==> config.mk <==
export PLATFORM = sky130hd
export DESIGN_NAME = rdseq_top
export DESIGN_NICKNAME = d
export VERILOG_FILES = /design/src/rtl/rdseq_pkg.sv /design/src/rtl/rdseq_gate.sv /design/src/rtl/rdseq_fsm.sv /design/src/rtl/rdseq_drv.sv /design/src/rtl/rdseq_top.sv
export SDC_FILE = /design/constraint.sdc
export NUM_CORES = 1
export LEC_CHECK = 0
export ABC_AREA = 1
export BUFFER_PORTS_ARGS = -buffer_cell sky130_fd_sc_hd__buf_4
export CAP_MARGIN = 20
export CELL_PAD_IN_SITES_DETAIL_PLACEMENT = 1
export CELL_PAD_IN_SITES_GLOBAL_PLACEMENT = 2
export CORE_AREA = 2 2 39 41
export DETAILED_ROUTE_END_ITERATION = 8
export DIE_AREA = 0 0 41 43
export PLACE_DENSITY_LB_ADDON = 0.1
export SETUP_SLACK_MARGIN = 0.2
export SLEW_MARGIN = 15
export SYNTH_ARGS = -nofsm -noshare
export SYNTH_HDL_FRONTEND = slang
export SYNTH_SLANG_ARGS = --single-unit
==> constraint.sdc <==
create_clock -name clk -period 1.8 [get_ports clk]
set_clock_uncertainty 0.05 [all_clocks]
set_input_delay 0.36 -clock clk [delete_from_list [all_inputs] [get_ports clk]]
set_output_delay 0.36 -clock clk [all_outputs]
set_load 0.02 [all_outputs]
==> src/rtl/rdseq_pkg.sv <==
package rdseq_pkg;

    typedef enum logic [1:0] {
        ST_IDLE  = 2'd0,
        ST_RWIN  = 2'd1,
        ST_WWIN  = 2'd2,
        ST_SENSE = 2'd3
    } seq_st_e;

    typedef struct packed {
        seq_st_e st;
        logic    icp;
    } fsm_reg_s;

    typedef struct packed {
        logic err;
    } gate_reg_s;

    typedef struct packed {
        logic dv;
    } drv_reg_s;

endpackage

==> src/rtl/rdseq_gate.sv <==
module rdseq_gate
    import rdseq_pkg::*;
(
    input  logic clk,
    input  logic rst_n,
    input  logic ce,
    input  logic busy,
    output logic accept,
    output logic err
);

    gate_reg_s r_d, r_q;

    always_comb begin
        accept  = ce & ~busy;
        r_d     = r_q;
        r_d.err = ce & busy;
    end

    always_ff @(posedge clk) begin
        if (!rst_n) r_q <= '0;
        else        r_q <= r_d;
    end

    assign err = r_q.err;

endmodule

==> src/rtl/rdseq_fsm.sv <==
module rdseq_fsm
    import rdseq_pkg::*;
(
    input  logic    clk,
    input  logic    rst_n,
    input  logic    accept,
    input  logic    wr,
    input  logic    rep_done,
    output seq_st_e st,
    output logic    icp
);

    fsm_reg_s r_d, r_q;

    always_comb begin
        r_d     = r_q;
        r_d.icp = 1'b0;
        unique case (r_q.st)
            ST_IDLE: begin
                if (accept) begin
                    r_d.st  = wr ? ST_WWIN : ST_RWIN;
                    r_d.icp = 1'b1;
                end
            end
            ST_RWIN: begin
                if (rep_done) r_d.st = ST_SENSE;
            end
            ST_WWIN: begin
                if (rep_done) r_d.st = ST_IDLE;
            end
            ST_SENSE: begin
                r_d.st = ST_IDLE;
            end
            default: r_d.st = ST_IDLE;
        endcase
    end

    always_ff @(posedge clk) begin
        if (!rst_n) r_q <= '{st: ST_IDLE, icp: 1'b0};
        else        r_q <= r_d;
    end

    assign st  = r_q.st;
    assign icp = r_q.icp;

endmodule

==> src/rtl/rdseq_drv.sv <==
module rdseq_drv
    import rdseq_pkg::*;
(
    input  logic    clk,
    input  logic    rst_n,
    input  seq_st_e st,
    output logic    wl_en,
    output logic    wr_en,
    output logic    sa_en,
    output logic    dvalid,
    output logic    busy
);

    drv_reg_s r_d, r_q;

    always_comb begin
        wl_en  = (st == ST_RWIN) || (st == ST_WWIN);
        wr_en  = (st == ST_WWIN);
        sa_en  = (st == ST_SENSE);
        busy   = (st != ST_IDLE);
        r_d    = r_q;
        r_d.dv = sa_en;
    end

    always_ff @(posedge clk) begin
        if (!rst_n) r_q <= '0;
        else        r_q <= r_d;
    end

    assign dvalid = r_q.dv;

endmodule

==> src/rtl/rdseq_top.sv <==
module rdseq_top
    import rdseq_pkg::*;
(
    input  logic clk,
    input  logic rst_n,
    input  logic ce,
    input  logic wr,
    input  logic rep_done,
    output logic icp,
    output logic wl_en,
    output logic wr_en,
    output logic sa_en,
    output logic dvalid,
    output logic err
);

    logic    accept;
    logic    busy;
    seq_st_e st;

    rdseq_gate u_gate (
        .clk    (clk),
        .rst_n  (rst_n),
        .ce     (ce),
        .busy   (busy),
        .accept (accept),
        .err    (err)
    );

    rdseq_fsm u_fsm (
        .clk      (clk),
        .rst_n    (rst_n),
        .accept   (accept),
        .wr       (wr),
        .rep_done (rep_done),
        .st       (st),
        .icp      (icp)
    );

    rdseq_drv u_drv (
        .clk    (clk),
        .rst_n  (rst_n),
        .st     (st),
        .wl_en  (wl_en),
        .wr_en  (wr_en),
        .sa_en  (sa_en),
        .dvalid (dvalid),
        .busy   (busy)
    );

endmodule

==> reports/summary.txt, run 1 <==
Ant. Diodes -> 0
cts hold-fix bufs -> 0
Clock Tree Root -> clkbuf_4
Vias/cell -> 3.866
TritonCTS clock tree -> yes
Hold EP -> u_drv.dvalid
worst hold stages -> 3
Detail Placement HPWL -> 536.6 um
drt first-iter violations -> 2
core region area -> 1384 um2
critical path type -> reg2out
VDD IR max -> 0.0004858 V
beginning of the worst hold path -> rst_n
clk_lat worst skew -> 0.25 ns
Total Wirelength -> 650 um
final hold violations -> 0
global-route wire length before repair -> 1055 um
Tmin final -> 1.515 ns
GP Congestion -> 0.7159
Worst Hold Margin -> 0.2699 ns
die area -> 1763 um2
area of the multi-input gates -> 135.1 um2
worst slew pin tran -> 0.1699 ns
clk slew on worst S/H paths -> 0.05 ns
Worst Reg-to-Reg Cells -> 7
Tcrit/Tclk final -> 84.16%
# rows -> 14
largest area contributor in the netlist -> dfxtp_1
Slew HR -> 88.68%
Avg Cell Area, Syn -> 7.264 um2
global-route usage over all layers -> 9.629%
pin count of the biggest net entering global routing -> 6
cell count after synthesis -> 36
worst hold path type -> in2reg
CTS sink cnt -> 5
Max-Cap Viols -> 0
Initial Util -> 18.90%
slowest CP cell -> dfxtp_2
Setup crit start kind -> flop
Clock Tree Buf Depth -> 2
crit-path cells -> inv_1 -> ha_1 -> buf_4
post-synthesis sequential area ratio -> 38.28%
final net count -> 61
mapped cell area -> 261.5 um2
Req. time, crit path -> 1.39 ns
Die H -> 43 um
status -> completed
Register Area -> 102.6 um2
worst reg2reg path startpoint -> u_fsm.st[1]
DRT Pass-1 Iters -> 2
Largest stage delay, worst path -> 0.34 ns
grt ovf -> 0
yosys warns -> 0
synthesized netlist net count -> 45
initial antenna violation count -> 0
CP arrival -> 1.10 ns
I/O Buffers -> 10
reg2reg end -> u_fsm.st[0]
Synth top area share -> 38.28%
Worst Path Max Fanout -> 3
Leak Pwr -> 0.2300 nW
share of layout cells above drive strength 1 -> 33.33%
Max Fclk -> 660.1 MHz
TNS Setup -> 0 ns
DR vias -> 259
Setup crit end kind -> output pin
DRC viols -> 0
routed len/inst -> 9.701 um
CTS Buf Count -> 3
max-slew violation count -> 0
Ports -> 11
FF-to-FF setup slack -> 0.61 ns
vias in the first global route -> 263
PwrDens -> 1677 nW/um2
Final setup viols -> 0
FF+latch count, synth -> 5
H-tree depth -> 1
area grow syn2layout -> 50.24%
fillers -> 186
post-route ant nets -> 0
RSZ-0062 raised after global routing -> no
Core Util, Final -> 28.39%
main area contributors after synthesis -> dfxtp_1 (38%), ha_1 (19%), nand2_1 (16%), inv_1 (10%), nor2_1 (7.2%)
Chip Width -> 41 um
synth unique cells -> 9
## worst max-delay path by stage
stage | depth (start not counted) | slack, ns | to | from
global route | 3 | 0.21 | wl_en | u_fsm.st[1]
finish | 3 | 0.29 | wl_en | u_fsm.st[1]
floorplan | 2 | 0.62 | wl_en | u_fsm.st[0]
global placement | 3 | 0.55 | wl_en | u_fsm.st[0]
detailed placement | 3 | 0.46 | wl_en | u_fsm.st[0]
CTS | 3 | 0.24 | wl_en | u_fsm.st[1]
## critical path: cells and delay by family (launching register included)
| family | cells | cell delay (ns) |
|---|---|---|
| adders and majority gates | 1 | 0.28 |
| buffers and inverters | 2 | 0.23 |
| DFF | 1 | 0.34 |
## layout make-up
type	count	area share (%)
clock buffer	4	6.688
inverter	7	6.688
multi-input combinational	24	34.39
sequential	5	26.11
tap	16	5.096
timing repair buffer	11	21.02
## logic make-up (layout without fill, tap and decap cells)
family                   count (synthesis)  after routing  share of synthesized area [%]
adder cells (fa/ha/maj)                  4              4                          19.14
AND/OR/NAND/NOR                         19             19                          30.62
buffers and inverters                    7             22                          10.05
AO/OA/AOI/OAI                            1              1                          1.912
flip-flops                               5              5                          38.28
## power breakdown
group | leakage (nW) | switching [W] | internal [W] | total (W)
Sequential | 0.0417 | 0.0000175 | 0.000148 | 0.000165
Clock | 0.0150 | 0.0000548 | 0.0000844 | 0.000139
Combinational | 0.173 | 0.000208 | 0.000146 | 0.000354
## timing repair
item,in CTS,in global routing
cloned,0,0
setup endpoints to repair,1,1
pin swaps,0,0
hold endpoints to repair,0,0
buffers inserted,0,1
resized for setup,1,1
## metal layers
layer | GRT usage [%] | part of all wire [%] | up-vias
li1 | - | - | 135
met1 | 9.295 | 38 | 111
met2 | 14.37 | 51 | 11
met3 | 3.141 | 7.8 | 2
met4 | 10.00 | 2.2 | 0
met5 | 0 | 0 | -
## Yosys cell counts
master    n
nand3_1   1
nor2_1    5
inv_1     7
nand3_2   1
nor3_1    1
o21ai_1   1
ha_1      4
dfxtp_1   5
nand2_1  11
## sequential cells by signal, indices dropped and copies added (netlist names)
signal	flops
u_fsm.icp	1
u_drv.dvalid	1
u_fsm.st	2
u_gate.err	1
## through the flow
step | worst slack (ns) | instances | cell area [um2] | total power (W)
5_1_grt | 0.2136 | 67 | 392.9 | 0.0007240
4_1_cts | 0.2362 | 66 | 384.1 | 0.0006564
2_1_floorplan | 0.6201 | 36 | 261.5 | 0.0003974
3_3_place_gp | 0.5483 | 62 | 356.6 | 0.0005023
6_report | 0.2851 | 67 | 392.9 | 0.0006589
3_5_place_dp | 0.4636 | 62 | 356.6 | 0.0005124
## placed cells by master, fill, tap and decap left out, types with 2 or more instances in the layout
| master | n |
|---|---|
| clkbuf_4 | 3 |
| dfxtp_1 | 3 |
| buf_4 | 11 |
| nor2_1 | 5 |
| dfxtp_2 | 2 |
| inv_1 | 7 |
| ha_1 | 4 |
| nand2_1 | 11 |
(Power assumes the default switching activity.)
==> run 2, diff against run 1 <==
--- a/config.mk
+++ b/config.mk
@@ -10,9 +10,9 @@
 export CAP_MARGIN = 20
 export CELL_PAD_IN_SITES_DETAIL_PLACEMENT = 1
 export CELL_PAD_IN_SITES_GLOBAL_PLACEMENT = 2
-export CORE_AREA = 2 2 39 41
+export CORE_MARGIN = 1
+export CORE_UTILIZATION = 19
 export DETAILED_ROUTE_END_ITERATION = 8
-export DIE_AREA = 0 0 41 43
 export PLACE_DENSITY_LB_ADDON = 0.1
 export SETUP_SLACK_MARGIN = 0.2
 export SLEW_MARGIN = 15
==> constraint.sdc (replaced) <==
create_clock -name clk -period 1.25 [get_ports clk]
set_clock_uncertainty 0.05 [all_clocks]
set_input_delay 0.25 -clock clk [delete_from_list [all_inputs] [get_ports clk]]
set_output_delay 0.25 -clock clk [all_outputs]
set_load 0.02 [all_outputs]
==> run 2 against run 1 <==
Effect of this change: the run now ends with setup timing left; clock power is 37% higher; clock-buffer cell count stayed put; sequential power grew 71%; setup slack got worse by 0.35 ns; sequential share of layout area down 1.2 points; non-clock buffer count decreased by 1; register-to-register slack worse by 0.48 ns; global-route usage is 1.4 points higher; first-iteration DRC count is 50% lower; wire length is 6.3% higher; critical path type unchanged; highest routed layer is now met3.
==> reports/summary.txt, run 2 (synthesis results as in run 1) <==
status -> finished, violations left
failing checks -> setup timing
TritonCTS clock tree -> yes
Chip Width -> 39.10 um
Initial Util -> 20.35%
PwrDens -> 2523 nW/um2
CTS Buf Count -> 3
Clock Tree Root -> clkbuf_4
Max Fclk -> 760.4 MHz
Leak Pwr -> 0.2308 nW
DRT Pass-1 Iters -> 2
slowest CP cell -> dfxtp_4
WL met3 -> 46 um
Max-Cap Viols -> 0
met2 routed wirelength -> 366 um
met1 wire length -> 278 um
routed len/inst -> 10.63 um
Setup crit start kind -> flop
fillers -> 168
post-route ant nets -> 0
Hold EP -> u_drv.dvalid
vias in the first global route -> 273
Die H -> 39.10 um
critical path type -> reg2out
Slew HR -> 89.89%
Detail Placement HPWL -> 585 um
drt first-iter violations -> 1
sequential share of power -> 25.9%
pin count of the biggest net entering global routing -> 6
most common cell after layout, fill and taps aside -> nand2_1
CTS sink cnt -> 5
Psw -> 0.0004556 W
CP arrival -> 1.02 ns
Worst Reg-to-Reg Cells -> 6
DR vias -> 259
Worst Path Max Fanout -> 3
TNS Setup -> -0.1132 ns
worst slew pin tran -> 0.1506 ns
final hold violations -> 0
global-route usage over all layers -> 11.06%
max layer used -> met3
Ports -> 11
Tmin final -> 1.315 ns
Core Util, Final -> 33.59%
internal power -> 0.0006336 W
VDD IR max -> 0.0008890 V
Setup crit end kind -> output pin
max reg flops -> 2
Total Wirelength -> 691 um
Final setup viols -> 2
beginning of the worst hold path -> rst_n
Tcrit/Tclk final -> 105.2%
max-slew violation count -> 0
cts hold-fix bufs -> 0
Combinational Power Share -> 56.6%
Largest stage delay, worst path -> 0.37 ns
post-CTS setup buffers -> 0
die area -> 1529 um2
final net count -> 60
Setup WS post-layout -> -0.06515 ns
GP Congestion -> 0.6278
worst hold path type -> in2reg
area grow syn2layout -> 65.07%
H-tree depth -> 1
FF-to-FF setup slack -> 0.13 ns
crit-path cells -> inv_6 -> ha_4 -> buf_6
I/O Buffers -> 10
clk slew on worst S/H paths -> 0.04 ns
worst hold stages -> 3
global-route wire length before repair -> 1062 um
reg2reg end -> u_fsm.st[1]
RSZ-0062 raised after global routing -> yes
worst reg2reg path startpoint -> u_fsm.st[1]
grt ovf -> 0
# rows -> 13
share of layout cells above drive strength 1 -> 42.00%
Clock Tree Buf Depth -> 2
sw frac -> 41.83%
Ant. Diodes -> 0
most frequent cells in the layout -> nand2_1 (11), buf_4 (8), inv_1 (5)
core region area -> 1285 um2
clock network fraction of total power -> 17.4%
clk_lat worst skew -> 0.24 ns
initial antenna violation count -> 0
Req. time, crit path -> 0.95 ns
DRC viols -> 0
Vias/cell -> 3.985
run 2: changes by cell type in the layout (fill, tap and decap cells not counted), sizes merged:
cell / delta
buf: -1
run 2: layer usage:
layer / track usage (%) / vias up
li1: - / 135
met1: 9.589 / 114
met2: 20.83 / 10
met3: 5.202 / 0
met4: 5.172 / 0
met5: 0 / -
run 2: final cells by class:
type                            count  area [um2]  area share [%]
Sequential cell                     5       107.6           24.93
Tap cell                           15       18.77           4.348
Inverter                            7       33.78           7.826
Clock buffer                        4       26.28           6.087
Multi-Input combinational cell     24       162.7           37.68
Timing Repair Buffer               10       82.58           19.13
run 2: critical path: cells and delay by family (launching register included):
family	cells	cell delay [ns]
DFF	1	0.37
adders and majority gates	1	0.25
buffers and inverters	2	0.15
run 2: power by group through the flow:
stage / clock network (W) / logic, W / registers (W)
after floorplan: 0 / 0.000407 / 0.000271
after global placement: 0 / 0.000549 / 0.000254
final: 0.000190 / 0.000617 / 0.000282
after CTS: 0.000201 / 0.000619 / 0.000279
after detailed placement: 0 / 0.000562 / 0.000262
after global routing: 0.000217 / 0.000680 / 0.000289
run 2: how the worst max path moves through the flow:
stage | start | end | slack [ns] | cells past startpoint
final | u_fsm.st[0] | wl_en | -0.07 | 3
after global routing | u_fsm.st[0] | wl_en | -0.10 | 3
after CTS | u_fsm.st[1] | wl_en | -0.08 | 3
after detailed placement | u_fsm.st[1] | u_fsm.st[0] | 0.09 | 6
after global placement | u_fsm.st[1] | u_fsm.st[0] | 0.11 | 6
after floorplan | u_fsm.st[1] | u_fsm.st[0] | 0.21 | 6
run 2: timing repair:
| item | in CTS | in global routing |
|---|---|---|
| pin swaps | 1 | 2 |
| hold endpoints to repair | 0 | 0 |
| setup endpoints to repair | 5 | 5 |
| gates resized for setup | 6 | 2 |
run 2: metrics by stage:
stage               setup WS (ns)  hold WS, ns  cell area [um2]  total power (W)  instances
global route              -0.1040       0.1714            431.7         0.001185         65
floorplan                  0.2115       0.2935            289.0        0.0006780         36
global placement           0.1062       0.4156            382.9        0.0008038         61
CTS                      -0.08097       0.1750            426.7         0.001098         65
detailed placement        0.09056       0.4330            382.9        0.0008236         61
finish                   -0.06515       0.1793            431.7         0.001089         65
==> run 3, diff against run 2 <==
--- a/config.mk
+++ b/config.mk
@@ -19,3 +19,4 @@
 export SYNTH_ARGS = -nofsm -noshare
 export SYNTH_HDL_FRONTEND = slang
 export SYNTH_SLANG_ARGS = --single-unit
+export TNS_END_PERCENT = 50
==> run 3 against run 2 <==
Effect of this change: the flow still finishes with violations (setup timing); clock power about the same; sequential power barely moved; wire length shrank 0.72%; non-clock buffer count unchanged; highest routed layer unchanged; largest cell class unchanged.
==> reports/summary.txt, run 3 (synthesis results as in run 1) <==
status -> finished, violations left
failing checks -> setup timing
CTS sink cnt -> 5
routed len/inst -> 10.55 um
Worst Path Max Fanout -> 3
Detail Placement HPWL -> 585 um
crit-path cells -> inv_6 -> ha_4 -> buf_6
Vias/cell -> 4.000
CP delay by family, top -> flip-flops
placed inst area -> 382.9 um2
final net count -> 60
Die H -> 39.10 um
Chip Width -> 39.10 um
CP arrival -> 1.02 ns
Slew HR -> 89.88%
CTS Buf Count -> 3
worst hold path type -> in2reg
pre-CTS setup slack -> 0.09056 ns
TNS Setup -> -0.1131 ns
Initial Util -> 20.35%
DRT Pass-1 Iters -> 2
drt first-iter violations -> 1
pin count of the biggest net entering global routing -> 6
most frequent cells in the layout -> nand2_1 (11), buf_4 (8), inv_1 (5)
H-tree depth -> 1
DR vias -> 260
core region area -> 1285 um2
die area -> 1529 um2
most common cell after layout, fill and taps aside -> nand2_1
placed insts -> 61
clk slew on worst S/H paths -> 0.04 ns
Ant. Diodes -> 0
CP bufs+invs -> 2
Total Wirelength -> 686 um
Setup WS post-layout -> -0.06525 ns
Tcrit/Tclk final -> 105.2%
I/O Buffers -> 10
Req. time, crit path -> 0.95 ns
GP Congestion -> 0.6278
max-slew violation count -> 0
initial antenna violation count -> 0
Final setup viols -> 2
Layout Cells excl Fill -> 65
Clock Tree Buf Depth -> 2
worst slew pin tran -> 0.1508 ns
final instance area -> 431.7 um2
grt ovf -> 0
global-route wire length before repair -> 1035 um
vias in the first global route -> 270
global-route usage over all layers -> 10.82%
critical path type -> reg2out
DRC viols -> 0
post-route ant nets -> 0
Ports -> 11
Clock Tree Root -> clkbuf_4
Max Fclk -> 760.3 MHz
PwrDens -> 2520 nW/um2
final hold violations -> 0
Max-Cap Viols -> 0
Tmin final -> 1.315 ns
slowest CP cell -> dfxtp_4
RSZ-0062 raised after global routing -> yes
area grow syn2layout -> 65.07%
VDD IR max -> 0.0008809 V
max reg flops -> 2
post-CTS setup buffers -> 0
Setup crit start kind -> flop
share of layout cells above drive strength 1 -> 42.00%
Largest stage delay, worst path -> 0.37 ns
# rows -> 13
clk_lat worst skew -> 0.24 ns
Leak Pwr -> 0.2305 nW
Setup crit end kind -> output pin
TritonCTS clock tree -> yes
-- run 3: cell type report --
type	count	area (um2)
Inverter	7	33.78
Multi-Input combinational cell	24	162.7
Fill cell	168	853.3
Sequential cell	5	107.6
Tap cell	15	18.77
Clock buffer	4	26.28
Timing Repair Buffer	10	82.58
-- run 3: path summary, 6_finish.rpt --
kind	slack, ns	startpoint	cells after the start	end
setup reg to reg	0.14	u_fsm.st[0]	6	u_fsm.st[0]
setup / recovery	-0.07	u_fsm.st[0]	3	wl_en
hold / removal	0.18	rst_n	3	u_drv.dvalid
hold reg to reg	0.54	u_fsm.st[1]	4	u_fsm.st[1]
-- run 3: timing repair --
| action | in CTS | in global routing |
|---|---|---|
| pin swaps | 3 | 2 |
| hold buffers | 0 | 0 |
| setup endpoints to repair | 5 | 5 |
| gates resized for setup | 6 | 2 |
-- run 3: worst reg2reg max path, stage by stage (launching register included) --
cell and delay, ns:
dfxtp_4 0.37, inv_6 0.05, ha_4 0.17, nand2_1 0.08, nand3_2 0.12, nor2_2 0.12
nor2_1 0.05
-- run 3: layer usage --
metal / track usage, % / vias to the layer above / share of wire (%)
met5: 0 / - / 0
met4: 5.172 / 0 / 0
met3: 5.202 / 0 / 6.7
met2: 20.83 / 10 / 53
met1: 8.904 / 115 / 40
li1: - / 135 / -
-- run 3: where the power goes --
group / leakage, nW / internal [W] / switching (W)
Combinational: 0.173 / 0.000288 / 0.000328
Sequential: 0.0423 / 0.000226 / 0.0000568
Clock: 0.0150 / 0.000121 / 0.0000690
Total: 0.230 / 0.000634 / 0.000454
-- run 3: per-stage QoR --
stage	utilization [%]	total power, W	hold slack [ns]
2_1_floorplan	-	0.0006780	0.2935
3_3_place_gp	29.80	0.0008038	0.4156
3_5_place_dp	29.80	0.0008236	0.4330
4_1_cts	33.20	0.001100	0.1750
5_1_grt	33.59	0.001187	0.1714
6_report	33.59	0.001088	0.1793
